<file path="src/rtl/iaq_pkg.sv">
package iaq_pkg;
    // bit 0 = taken-branch flag, bit 1 = nullify flag
    typedef enum logic [1:0] {
        ST_SEQ        = 2'b00,
        ST_DELAY      = 2'b01,
        ST_NULL       = 2'b10,
        ST_DELAY_NULL = 2'b11
    } iaq_state_e;

    typedef enum logic [1:0] {
        OP_HOLD   = 2'b00,
        OP_STEP   = 2'b01,
        OP_BRANCH = 2'b10,
        OP_LOAD   = 2'b11
    } iaq_op_e;
endpackage

</file>
<file path="src/rtl/iaq_flag_fsm.sv">
module iaq_flag_fsm
    import iaq_pkg::*;
(
    input  logic    clk,
    input  logic    rst_n,
    input  logic    adv,
    input  logic    is_taken,
    input  logic    is_gate,
    input  logic    is_rfi,
    input  logic    null_next,
    input  logic    rfi_b,
    input  logic    rfi_n,
    input  logic    rfi_x,
    output logic    flag_b,
    output logic    flag_n,
    output logic    flag_x,
    output logic    trap,
    output iaq_op_e op
);
    iaq_state_e state_q, state_d;
    logic       x_q, x_d;

    always_ff @(posedge clk or negedge rst_n) begin
        if (!rst_n) begin
            state_q <= ST_SEQ;
            x_q     <= 1'b0;
        end else begin
            state_q <= state_d;
            x_q     <= x_d;
        end
    end

    always_comb begin
        state_d = state_q;
        x_d     = x_q;
        op      = OP_HOLD;
        trap    = 1'b0;
        if (adv) begin
            unique case (state_q)
                ST_NULL, ST_DELAY_NULL: begin
                    state_d = ST_SEQ;
                    x_d     = 1'b0;
                    op      = OP_STEP;
                end
                ST_SEQ, ST_DELAY: begin
                    if (is_gate && state_q == ST_DELAY) begin
                        trap = 1'b1;
                    end else if (is_rfi) begin
                        state_d = iaq_state_e'({rfi_n, rfi_b});
                        x_d     = rfi_x;
                        op      = OP_LOAD;
                    end else if (is_taken) begin
                        state_d = null_next ? ST_DELAY_NULL : ST_DELAY;
                        x_d     = 1'b0;
                        op      = OP_BRANCH;
                    end else begin
                        state_d = null_next ? ST_NULL : ST_SEQ;
                        x_d     = 1'b0;
                        op      = OP_STEP;
                    end
                end
            endcase
        end
    end

    always_comb begin
        flag_b = state_q[0];
        flag_n = state_q[1];
        flag_x = x_q;
    end

    AST_NULL_CLEARS: assert property (@(posedge clk) disable iff (!rst_n)
        (adv && flag_n) |=> (!flag_n && !flag_b && !flag_x));
    AST_TAKEN_SETS_B: assert property (@(posedge clk) disable iff (!rst_n)
        (adv && !flag_n && !flag_b && !is_rfi && is_taken) |=> flag_b);
    AST_NULL_REQ: assert property (@(posedge clk) disable iff (!rst_n)
        (adv && !flag_n && !trap && !is_rfi && null_next) |=> flag_n);
    AST_TRAP_FLAGS: assert property (@(posedge clk) disable iff (!rst_n)
        trap |=> ($stable(flag_b) && $stable(flag_n) && $stable(flag_x)));
endmodule

</file>
<file path="src/rtl/iaq_entry_regs.sv">
module iaq_entry_regs
    import iaq_pkg::*;
#(
    parameter int                 OFF_W     = 32,
    parameter int                 PRIV_W    = 2,
    parameter logic [OFF_W-1:0]   RESET_VEC = 32'h0000_0100
) (
    input  logic              clk,
    input  logic              rst_n,
    input  iaq_op_e           op,
    input  logic [OFF_W-1:0]  tgt_off,
    input  logic [PRIV_W-1:0] tgt_priv,
    input  logic [OFF_W-1:0]  ld_front_off,
    input  logic [PRIV_W-1:0] ld_front_priv,
    input  logic [OFF_W-1:0]  ld_back_off,
    input  logic [PRIV_W-1:0] ld_back_priv,
    output logic [OFF_W-1:0]  front_off,
    output logic [PRIV_W-1:0] front_priv,
    output logic [OFF_W-1:0]  back_off,
    output logic [PRIV_W-1:0] back_priv
);
    localparam int               STEP       = 4;
    localparam logic [OFF_W-1:0] STEP_V     = OFF_W'(STEP);
    localparam logic [OFF_W-1:0] ALIGN_MASK = ~(STEP_V - 1'b1);
    localparam logic [OFF_W-1:0] RST_FRONT  = RESET_VEC & ALIGN_MASK;

    logic [OFF_W-1:0]  fo_d, bo_d;
    logic [PRIV_W-1:0] fp_d, bp_d;

    always_comb begin
        fo_d = front_off;
        fp_d = front_priv;
        bo_d = back_off;
        bp_d = back_priv;
        unique case (op)
            OP_HOLD: ;
            OP_STEP: begin
                fo_d = back_off;
                fp_d = back_priv;
                bo_d = back_off + STEP_V;
                bp_d = back_priv;
            end
            OP_BRANCH: begin
                fo_d = back_off;
                fp_d = back_priv;
                bo_d = tgt_off & ALIGN_MASK;
                bp_d = tgt_priv;
            end
            OP_LOAD: begin
                fo_d = ld_front_off & ALIGN_MASK;
                fp_d = ld_front_priv;
                bo_d = ld_back_off & ALIGN_MASK;
                bp_d = ld_back_priv;
            end
        endcase
    end

    always_ff @(posedge clk or negedge rst_n) begin
        if (!rst_n) begin
            front_off  <= RST_FRONT;
            front_priv <= '0;
            back_off   <= RST_FRONT + STEP_V;
            back_priv  <= '0;
        end else begin
            front_off  <= fo_d;
            front_priv <= fp_d;
            back_off   <= bo_d;
            back_priv  <= bp_d;
        end
    end

    AST_STEP_BACK: assert property (@(posedge clk) disable iff (!rst_n)
        (op == OP_STEP) |=> (back_off == $past(back_off) + STEP_V && back_priv == $past(back_priv)));
    AST_FRONT_FOLLOWS: assert property (@(posedge clk) disable iff (!rst_n)
        (op == OP_STEP || op == OP_BRANCH) |=> (front_off == $past(back_off) && front_priv == $past(back_priv)));
    AST_ALIGNED: assert property (@(posedge clk) disable iff (!rst_n)
        (front_off[1:0] == 2'b00 && back_off[1:0] == 2'b00));
endmodule

</file>
<file path="src/rtl/iaq_delay_queue.sv">
module iaq_delay_queue
    import iaq_pkg::*;
#(
    parameter int               OFF_W     = 32,
    parameter int               PRIV_W    = 2,
    parameter logic [OFF_W-1:0] RESET_VEC = 32'h0000_0100
) (
    input  logic              clk,
    input  logic              rst_n,
    input  logic              stall,
    input  logic              done,
    input  logic              is_taken,
    input  logic              is_gate,
    input  logic              is_rfi,
    input  logic              null_next,
    input  logic [OFF_W-1:0]  tgt_off,
    input  logic [PRIV_W-1:0] tgt_priv,
    input  logic [OFF_W-1:0]  rfi_front_off,
    input  logic [PRIV_W-1:0] rfi_front_priv,
    input  logic [OFF_W-1:0]  rfi_back_off,
    input  logic [PRIV_W-1:0] rfi_back_priv,
    input  logic              rfi_b,
    input  logic              rfi_n,
    input  logic              rfi_x,
    output logic [OFF_W-1:0]  front_off,
    output logic [PRIV_W-1:0] front_priv,
    output logic [OFF_W-1:0]  back_off,
    output logic [PRIV_W-1:0] back_priv,
    output logic              flag_b,
    output logic              flag_n,
    output logic              flag_x,
    output logic              illegal_trap
);
    logic    adv;
    iaq_op_e op;

    assign adv = done && !stall;

    iaq_flag_fsm u_fsm (
        .clk       (clk),
        .rst_n     (rst_n),
        .adv       (adv),
        .is_taken  (is_taken),
        .is_gate   (is_gate),
        .is_rfi    (is_rfi),
        .null_next (null_next),
        .rfi_b     (rfi_b),
        .rfi_n     (rfi_n),
        .rfi_x     (rfi_x),
        .flag_b    (flag_b),
        .flag_n    (flag_n),
        .flag_x    (flag_x),
        .trap      (illegal_trap),
        .op        (op)
    );

    iaq_entry_regs #(
        .OFF_W     (OFF_W),
        .PRIV_W    (PRIV_W),
        .RESET_VEC (RESET_VEC)
    ) u_entries (
        .clk           (clk),
        .rst_n         (rst_n),
        .op            (op),
        .tgt_off       (tgt_off),
        .tgt_priv      (tgt_priv),
        .ld_front_off  (rfi_front_off),
        .ld_front_priv (rfi_front_priv),
        .ld_back_off   (rfi_back_off),
        .ld_back_priv  (rfi_back_priv),
        .front_off     (front_off),
        .front_priv    (front_priv),
        .back_off      (back_off),
        .back_priv     (back_priv)
    );

    AST_HOLD_IDLE: assert property (@(posedge clk) disable iff (!rst_n)
        !adv |=> ($stable(front_off) && $stable(back_off) && $stable(flag_b) && $stable(flag_n)));
    AST_TRAP_HOLDS: assert property (@(posedge clk) disable iff (!rst_n)
        illegal_trap |=> ($stable(front_off) && $stable(back_off) && $stable(front_priv)));
    AST_TRAP_COND: assert property (@(posedge clk) disable iff (!rst_n)
        illegal_trap |-> (adv && flag_b && !flag_n && is_gate));
endmodule

</file>
<file path="config.mk">
export PLATFORM = sky130hd
export DESIGN_NAME = iaq_delay_queue
export DESIGN_NICKNAME = d
export VERILOG_FILES = /design/src/rtl/iaq_pkg.sv /design/src/rtl/iaq_flag_fsm.sv /design/src/rtl/iaq_entry_regs.sv /design/src/rtl/iaq_delay_queue.sv
export SDC_FILE = /design/constraint.sdc
export NUM_CORES = 1
export LEC_CHECK = 0
export ABC_CLOCK_PERIOD_IN_PS = 4500
export BUFFER_PORTS_ARGS = -buffer_cell sky130_fd_sc_hd__buf_2
export CAP_MARGIN = 20
export CORE_ASPECT_RATIO = 1.5
export CORE_MARGIN = 3
export CORE_UTILIZATION = 50
export CTS_CLUSTER_DIAMETER = 50
export DETAILED_ROUTE_END_ITERATION = 6
export GPL_ROUTABILITY_DRIVEN = 0
export PLACE_DENSITY_LB_ADDON = 0.1
export SYNTH_ARGS = -nofsm -noshare
export SYNTH_HDL_FRONTEND = slang
export SYNTH_SLANG_ARGS = --single-unit
</file>
<file path="constraint.sdc">
create_clock -name clk -period 4.5 [get_ports clk]
set_clock_uncertainty 0.05 [all_clocks]
set_input_delay 0.45 -clock clk [delete_from_list [all_inputs] [get_ports clk]]
set_output_delay 0.45 -clock clk [all_outputs]
set_load 0.02 [all_outputs]
</file>
### Yosys cells after proc, flatten, opt, wreduce, memory -nomap -nowiden

Index checks and enable logic that the tools add are counted.
W data, S select, Z words.

| word-level totals | value |
|---|---|
| word-level logic and storage cells | 46 |
| input bits | 113 |
| output and inout bits | 72 |
| bits in registers | 71 |

| operators by class | value |
|---|---|
| equal/unequal tests | 7 |
| reduce and logical (&&, ||, !) cells | 11 |
| $add $sub $neg | 1 |
| mux-type cells | 21 |

Operators by type and width:

| operator | count |
|---|---|
| $pmux W32 S3 | 1 |
| $pmux W32 S2 | 1 |
| $add A32 B3 Y32 const B | 1 |
| $mux W2 | 9 |
| $pmux W2 S2 | 4 |
| $eq A2 B2 Y1 const B | 4 |
| $reduce_or A2 Y1 | 3 |
| $mux W1 | 5 |
| $eq A2 B1 Y1 const B | 2 |
| $reduce_bool A2 Y1 | 2 |
| $reduce_bool A3 Y1 | 1 |
| $logic_and A1 B1 Y1 | 2 |
| $logic_not A2 Y1 | 1 |
| $ne A2 B2 Y1 const B | 1 |
| $pmux W1 S2 | 1 |
| $reduce_and A2 Y1 | 1 |
| $logic_not A1 Y1 | 1 |

### Depth between registers and ports, before layout

| logic depth | value |
|---|---|
| depth in word-level cells | 8 |
| gate-level depth with buffers | 7 |

### Modules after synthesis

A second synthesis with hierarchy kept.

| second synthesis, totals | value |
|---|---|
| cell total of the unflattened synthesis | 432 |
| area total of the unflattened synthesis | 3901.2 um^2 |

By module, submodules not included:

| module | cells each | area each (um^2) | instances |
|---|---|---|---|
| iaq_entry_regs | 408 | 3701.0 | 1 |
| iaq_flag_fsm | 23 | 186.4 | 1 |
| iaq_delay_queue | 1 | 13.8 | 1 |

### Worst setup path before layout

No wires, ideal clock.

| timing | value |
|---|---|
| path type | register to register |
| from | reg u_entries.back_off[7] |
| to | reg u_entries.back_off[27] |
| path buffers | 1 |
| setup slack | 2194 ps |
| stages on the path, launching flop included | 7 |
| arrival time | 2178 ps |
| data required time | 4372 ps |
| cells stage by stage | dfrtp_1 > buf_2 > nand4_4 > or4_4 > or4_4 > o31ai_2 > o2bb2ai_1 |

| on the way | value |
|---|---|
| word-level cells in the longest chain between the ends | 2 |

RTL lines:

| item | line | text |
|---|---|---|
| start, declared | iaq_entry_regs.sv:19 | `output logic [OFF_W-1:0] back_off,` |
| start signal, assigned | iaq_entry_regs.sv:62 | `back_off <= RST_FRONT + STEP_V;` |
| start signal, assigned | iaq_entry_regs.sv:67 | `back_off <= bo_d;` |
| $add A32 B3 Y32 | iaq_entry_regs.sv:40 | `bo_d = back_off + STEP_V;` |
| $pmux W32 S3 | iaq_entry_regs.sv:35 | `unique case (op)` |

No other way between the ends.
A chain may end at the register's enable or synchronous reset.

### Worst setup path after layout

| timing | value |
|---|---|
| from | reg u_entries.back_off[2] |
| to | reg u_entries.back_off[30] |

Same word-level chain as after synthesis.

==> impl_metrics.csv <==
group,metric,value,unit
status,run_status,"completed",
critical_path,worst-setup-path-type,"flop to flop",
global_route,grt_pass1_wl,18200,um
sta,timing.max_slew.rel_slack,40.5,%
detailed_routing,vias_per_cell,5.75,
global_route,antenna_found_initial,0,
place,placedCellCount,703,
sta,totalNegativeSetupSlack,0,ns
power_and_ir_drop,comb_power_share,38.6,%
final_layout,final_layout_size_suffix_gt1_share,33.2,%
global_route,grt_start_max_net_pins,68,
synthesis,yosys.area_share.xor_xnor,2.54,%
synthesis,ys_dominant_reg_cell,"sky130_fd_sc_hd__dfrtp_1",
cts,clockRootBuffer,"sky130_fd_sc_hd__clkbuf_8",
power_and_ir_drop,switching_share,42.3,%
final_layout,num-nets-final,729,
critical_path,regToRegSetupSlack,1.78,ns
synthesis,synth_top_family_by_area,"simple AND/OR/NAND/NOR gates",
cts,tritoncts,"done",
cts,cts_inserted_buffers,9,
synthesis,post_synth_mux_area_share,0.825,%
power_and_ir_drop,switchingPower,963,uW
final_layout,synthToLayoutAreaGrowth,28.7,%
synthesis,synth-edff-count,0,
flow_run,cap_violations,0,
global_route,globalRouteOverflowTotal,0,
critical_path,reg2reg_depth,6,
final_layout,layout.cells.most_common_list,"173 x sky130_fd_sc_hd__buf_2, 92 x sky130_fd_sc_hd__nand2_1, 64 x sky130_fd_sc_hd__dfrtp_1",
hold_path,worst_min_delay_path_class,"input port to async pin",
final_layout,multi_input_area,1970,um^2
critical_path,critical_path.slowest_cell,"sky130_fd_sc_hd__nor4_1",
power_and_ir_drop,pwr-share-clk,19.2,%
global_route,gr-usage-all-layers,26.1,%
critical_path,worst_ep_required_time,4.69,ns
global_route,grtUsageMet2,45.6,%
synthesis,synth_top_area_cell,"sky130_fd_sc_hd__dfrtp_1",
critical_path,chain_of_cells_forming_the_critical_path,"ha_1 -> nand4_1 -> nor4_1 -> and3_1 -> o21ai_0 -> a211o_1",
detailed_routing,drc,0,
critical_path,timing.critical_path.fanout_max,6,
sta,hold_ws,0.151,ns
critical_path,type_of_destination_of_the_critical_path,"flop",
power_and_ir_drop,total_leakage_power,0.00222,uW
cts,clkSinkCount,67,
synthesis,yosysSeqAreaShare,44.3,%
cts,post_cts_hold_buffer_count,0,
detailed_routing,route.antenna.remaining_nets,0,
sta,worst_slew_pin_slew,0.893,ns
floorplanning,boundaryPins,185,
detailed_routing,drt_pre_antenna_iters,5,
sta,min_period,2.72,ns
place,place_worst_setup_slack,1.80,ns
detailed_routing,1st_iter_drt_viols,249,
sta,worst_slack,1.78,ns
cts,htree_levels,3,
detailed_routing,postRouteWirelength,11500,um
critical_path,crit-reg2reg-capture,"u_entries.back_off[30]",
synthesis,avgSynthCellArea,8.29,um^2
sta,period_share,60.4,%
floorplanning,die_height,113,um
floorplanning,die_width,77.1,um
final_layout,finish.utilization,66.6,%
floorplanning,start_util,51.8,%
synthesis,synthDistinctLibCells,50,
synthesis,area_fraction_in_and_or_nand_and_nor_cells_after_synthesis,25.4,%
global_route,grtUsageMet3,3.45,%
sta,achievable-frequency,368,MHz
sta,timing_hold_violations_final,0,
critical_path,critical-path-max-stage-delay,0.80,ns
critical_path,crit_path_start_kind,"flop",
cts,clkLatencyLatePin,0.35,ns
power_and_ir_drop,seqPwrFrac,42.3,%
synthesis,synthDominantCellAreaShare,42.3,%
global_route,met1_track_demand_over_resource_in_global_routing,32.1,%
detailed_routing,vias,4146,
floorplanning,core_region_area,7320,um^2
power_and_ir_drop,ir_drop,275,uV
final_layout,non_filler_cells_final,721,
final_layout,layout_commonest_cell,"sky130_fd_sc_hd__buf_2",
detailed_routing,wl_per_cell,16.0,um
sta,grt_setup_unrepaired,"false",
critical_path,timing.rr.start,"u_entries.back_off[2]",
sta,maxSlewViolCount,0,
power_and_ir_drop,power_dens_cells,466,nW/um^2
synthesis,postSynthCellCount,457,
critical_path,arrival_time_at_the_worst_endpoint,2.91,ns
place,input_output_buffers,174,
place,post-dp-hpwl,8220,um
cts,clk_pin_slew_worst_paths,0.07,ns
synthesis,async_flop_share,100,%
synthesis,synth-seq-cells,67,
global_route,grt_pass1_vias,3750,
synthesis,synth.cell_area,3790,um^2
final_layout,register_area,1680,um^2
power_and_ir_drop,power.internal,1310,uW
synthesis,synth_compound_gate_area_share,22.0,%
cts,cts.path.max_buffers,2,
critical_path,startpoint,"u_entries.back_off[2]",
final_layout,filler_cell_count,667,
floorplanning,die_area,8680,um^2
cts,cts_post_setup_buffers_inserted,0,
global_route,grt_most_used_layer,"met2",
synthesis,synth_warnings,0,
synthesis,synth_top_cells_by_area,"sky130_fd_sc_hd__dfrtp_1 42%, sky130_fd_sc_hd__nand2_1 9.2%, sky130_fd_sc_hd__a31oi_1 5.1%",
cts,ctsResizeCount,0,
floorplanning,core.rowCount,38,
sta,finalSetupViolations,0,
synthesis,synth_adder_area_share,0.330,%
[metrics by stage]
stage	power [uW]	instance area [um^2]
floorplan	1500	3800
detailed placement	1850	4700
global route	2410	4880
global placement	1820	4700
CTS	2280	4860
finish	2270	4880
[sequential cells by signal (all words and copies together) (netlist names)]
signal,count
u_entries.back_off,30
u_entries.back_priv,2
u_entries.front_off,30
u_entries.front_priv,2
u_fsm.flag_x,1
u_fsm.state_q,2
[routing by layer]
metal | vias up | share of wire [%] | wire length [um]
met5 | - | 0 | 0
met4 | 0 | 2.9 | 333
met3 | 23 | 6.4 | 738
met2 | 183 | 51 | 5840
met1 | 1952 | 40 | 4600
li1 | 1988 | - | -
[kinds of logic after synthesis]
family                     count (synthesis)
and+or+nand+nor                          208
AOI/OAI and AO/OA                        125
DFF                                       67
buffers and inverters                     41
xor gates and xnor gates                  11
muxes                                      3
adders and majority gates                  1
other                                      1
[cell type report]
class                           count  share of cell area (%)
Antenna cell                        1                  0.0513
Clock buffer                       13                    3.05
Clock inverter                      3                   0.308
Inverter                            5                   0.385
Multi-Input combinational cell    352                    40.3
Sequential cell                    67                    34.4
Tap cell                          100                    2.56
Timing Repair Buffer              180                    18.9
[cells in the mapped netlist (2+ instances only)]
master,number
sky130_fd_sc_hd__a21oi_1,8
sky130_fd_sc_hd__a221o_1,2
sky130_fd_sc_hd__a221oi_1,7
sky130_fd_sc_hd__a22o_1,3
sky130_fd_sc_hd__a22oi_1,18
sky130_fd_sc_hd__a31oi_1,31
sky130_fd_sc_hd__and2_1,3
sky130_fd_sc_hd__and3_1,5
sky130_fd_sc_hd__and4_1,2
sky130_fd_sc_hd__buf_1,4
sky130_fd_sc_hd__buf_2,2
sky130_fd_sc_hd__buf_4,4
sky130_fd_sc_hd__clkbuf_1,26
sky130_fd_sc_hd__dfrtp_1,64
sky130_fd_sc_hd__dfstp_2,3
sky130_fd_sc_hd__inv_1,5
sky130_fd_sc_hd__mux2i_1,2
sky130_fd_sc_hd__nand2_1,93
sky130_fd_sc_hd__nand3_1,14
sky130_fd_sc_hd__nand4_1,9
sky130_fd_sc_hd__nor2_1,46
sky130_fd_sc_hd__nor2b_1,3
sky130_fd_sc_hd__nor3_1,11
sky130_fd_sc_hd__nor3b_1,4
sky130_fd_sc_hd__nor4_1,10
sky130_fd_sc_hd__o21ai_0,29
sky130_fd_sc_hd__o22ai_1,12
sky130_fd_sc_hd__o2bb2ai_1,2
sky130_fd_sc_hd__o311ai_0,2
sky130_fd_sc_hd__or4_1,3
sky130_fd_sc_hd__or4_4,2
sky130_fd_sc_hd__xnor2_1,7
sky130_fd_sc_hd__xor2_1,4
[how the worst max path moves through the flow]
stage                                        end  slack, ns  cells past startpoint
final                     u_entries.back_off[30]       1.78                      6
after global routing      u_entries.back_off[30]       1.56                      6
after detailed placement  u_entries.back_off[29]       1.80                      6
after floorplan           u_entries.back_off[27]       2.19                      6
after CTS                 u_entries.back_off[30]       1.82                      6
after global placement    u_entries.back_off[29]       1.86                      6
[power by group through the flow]
stage	sequential [uW]	combinational, uW	clock (uW)
after floorplan	1130	369	0
after global placement	961	863	0
after detailed placement	969	880	0
after CTS	959	882	442
after global routing	991	959	465
final	961	877	436
[critical path, delay by kind of cell (launching register included)]
kind	cells	cell delay, ns
fa+ha+maj	1	0.25
simple gates	3	1.39
flops	1	0.57
compound gates	2	0.35
Power figures use the tool's default switching activity.
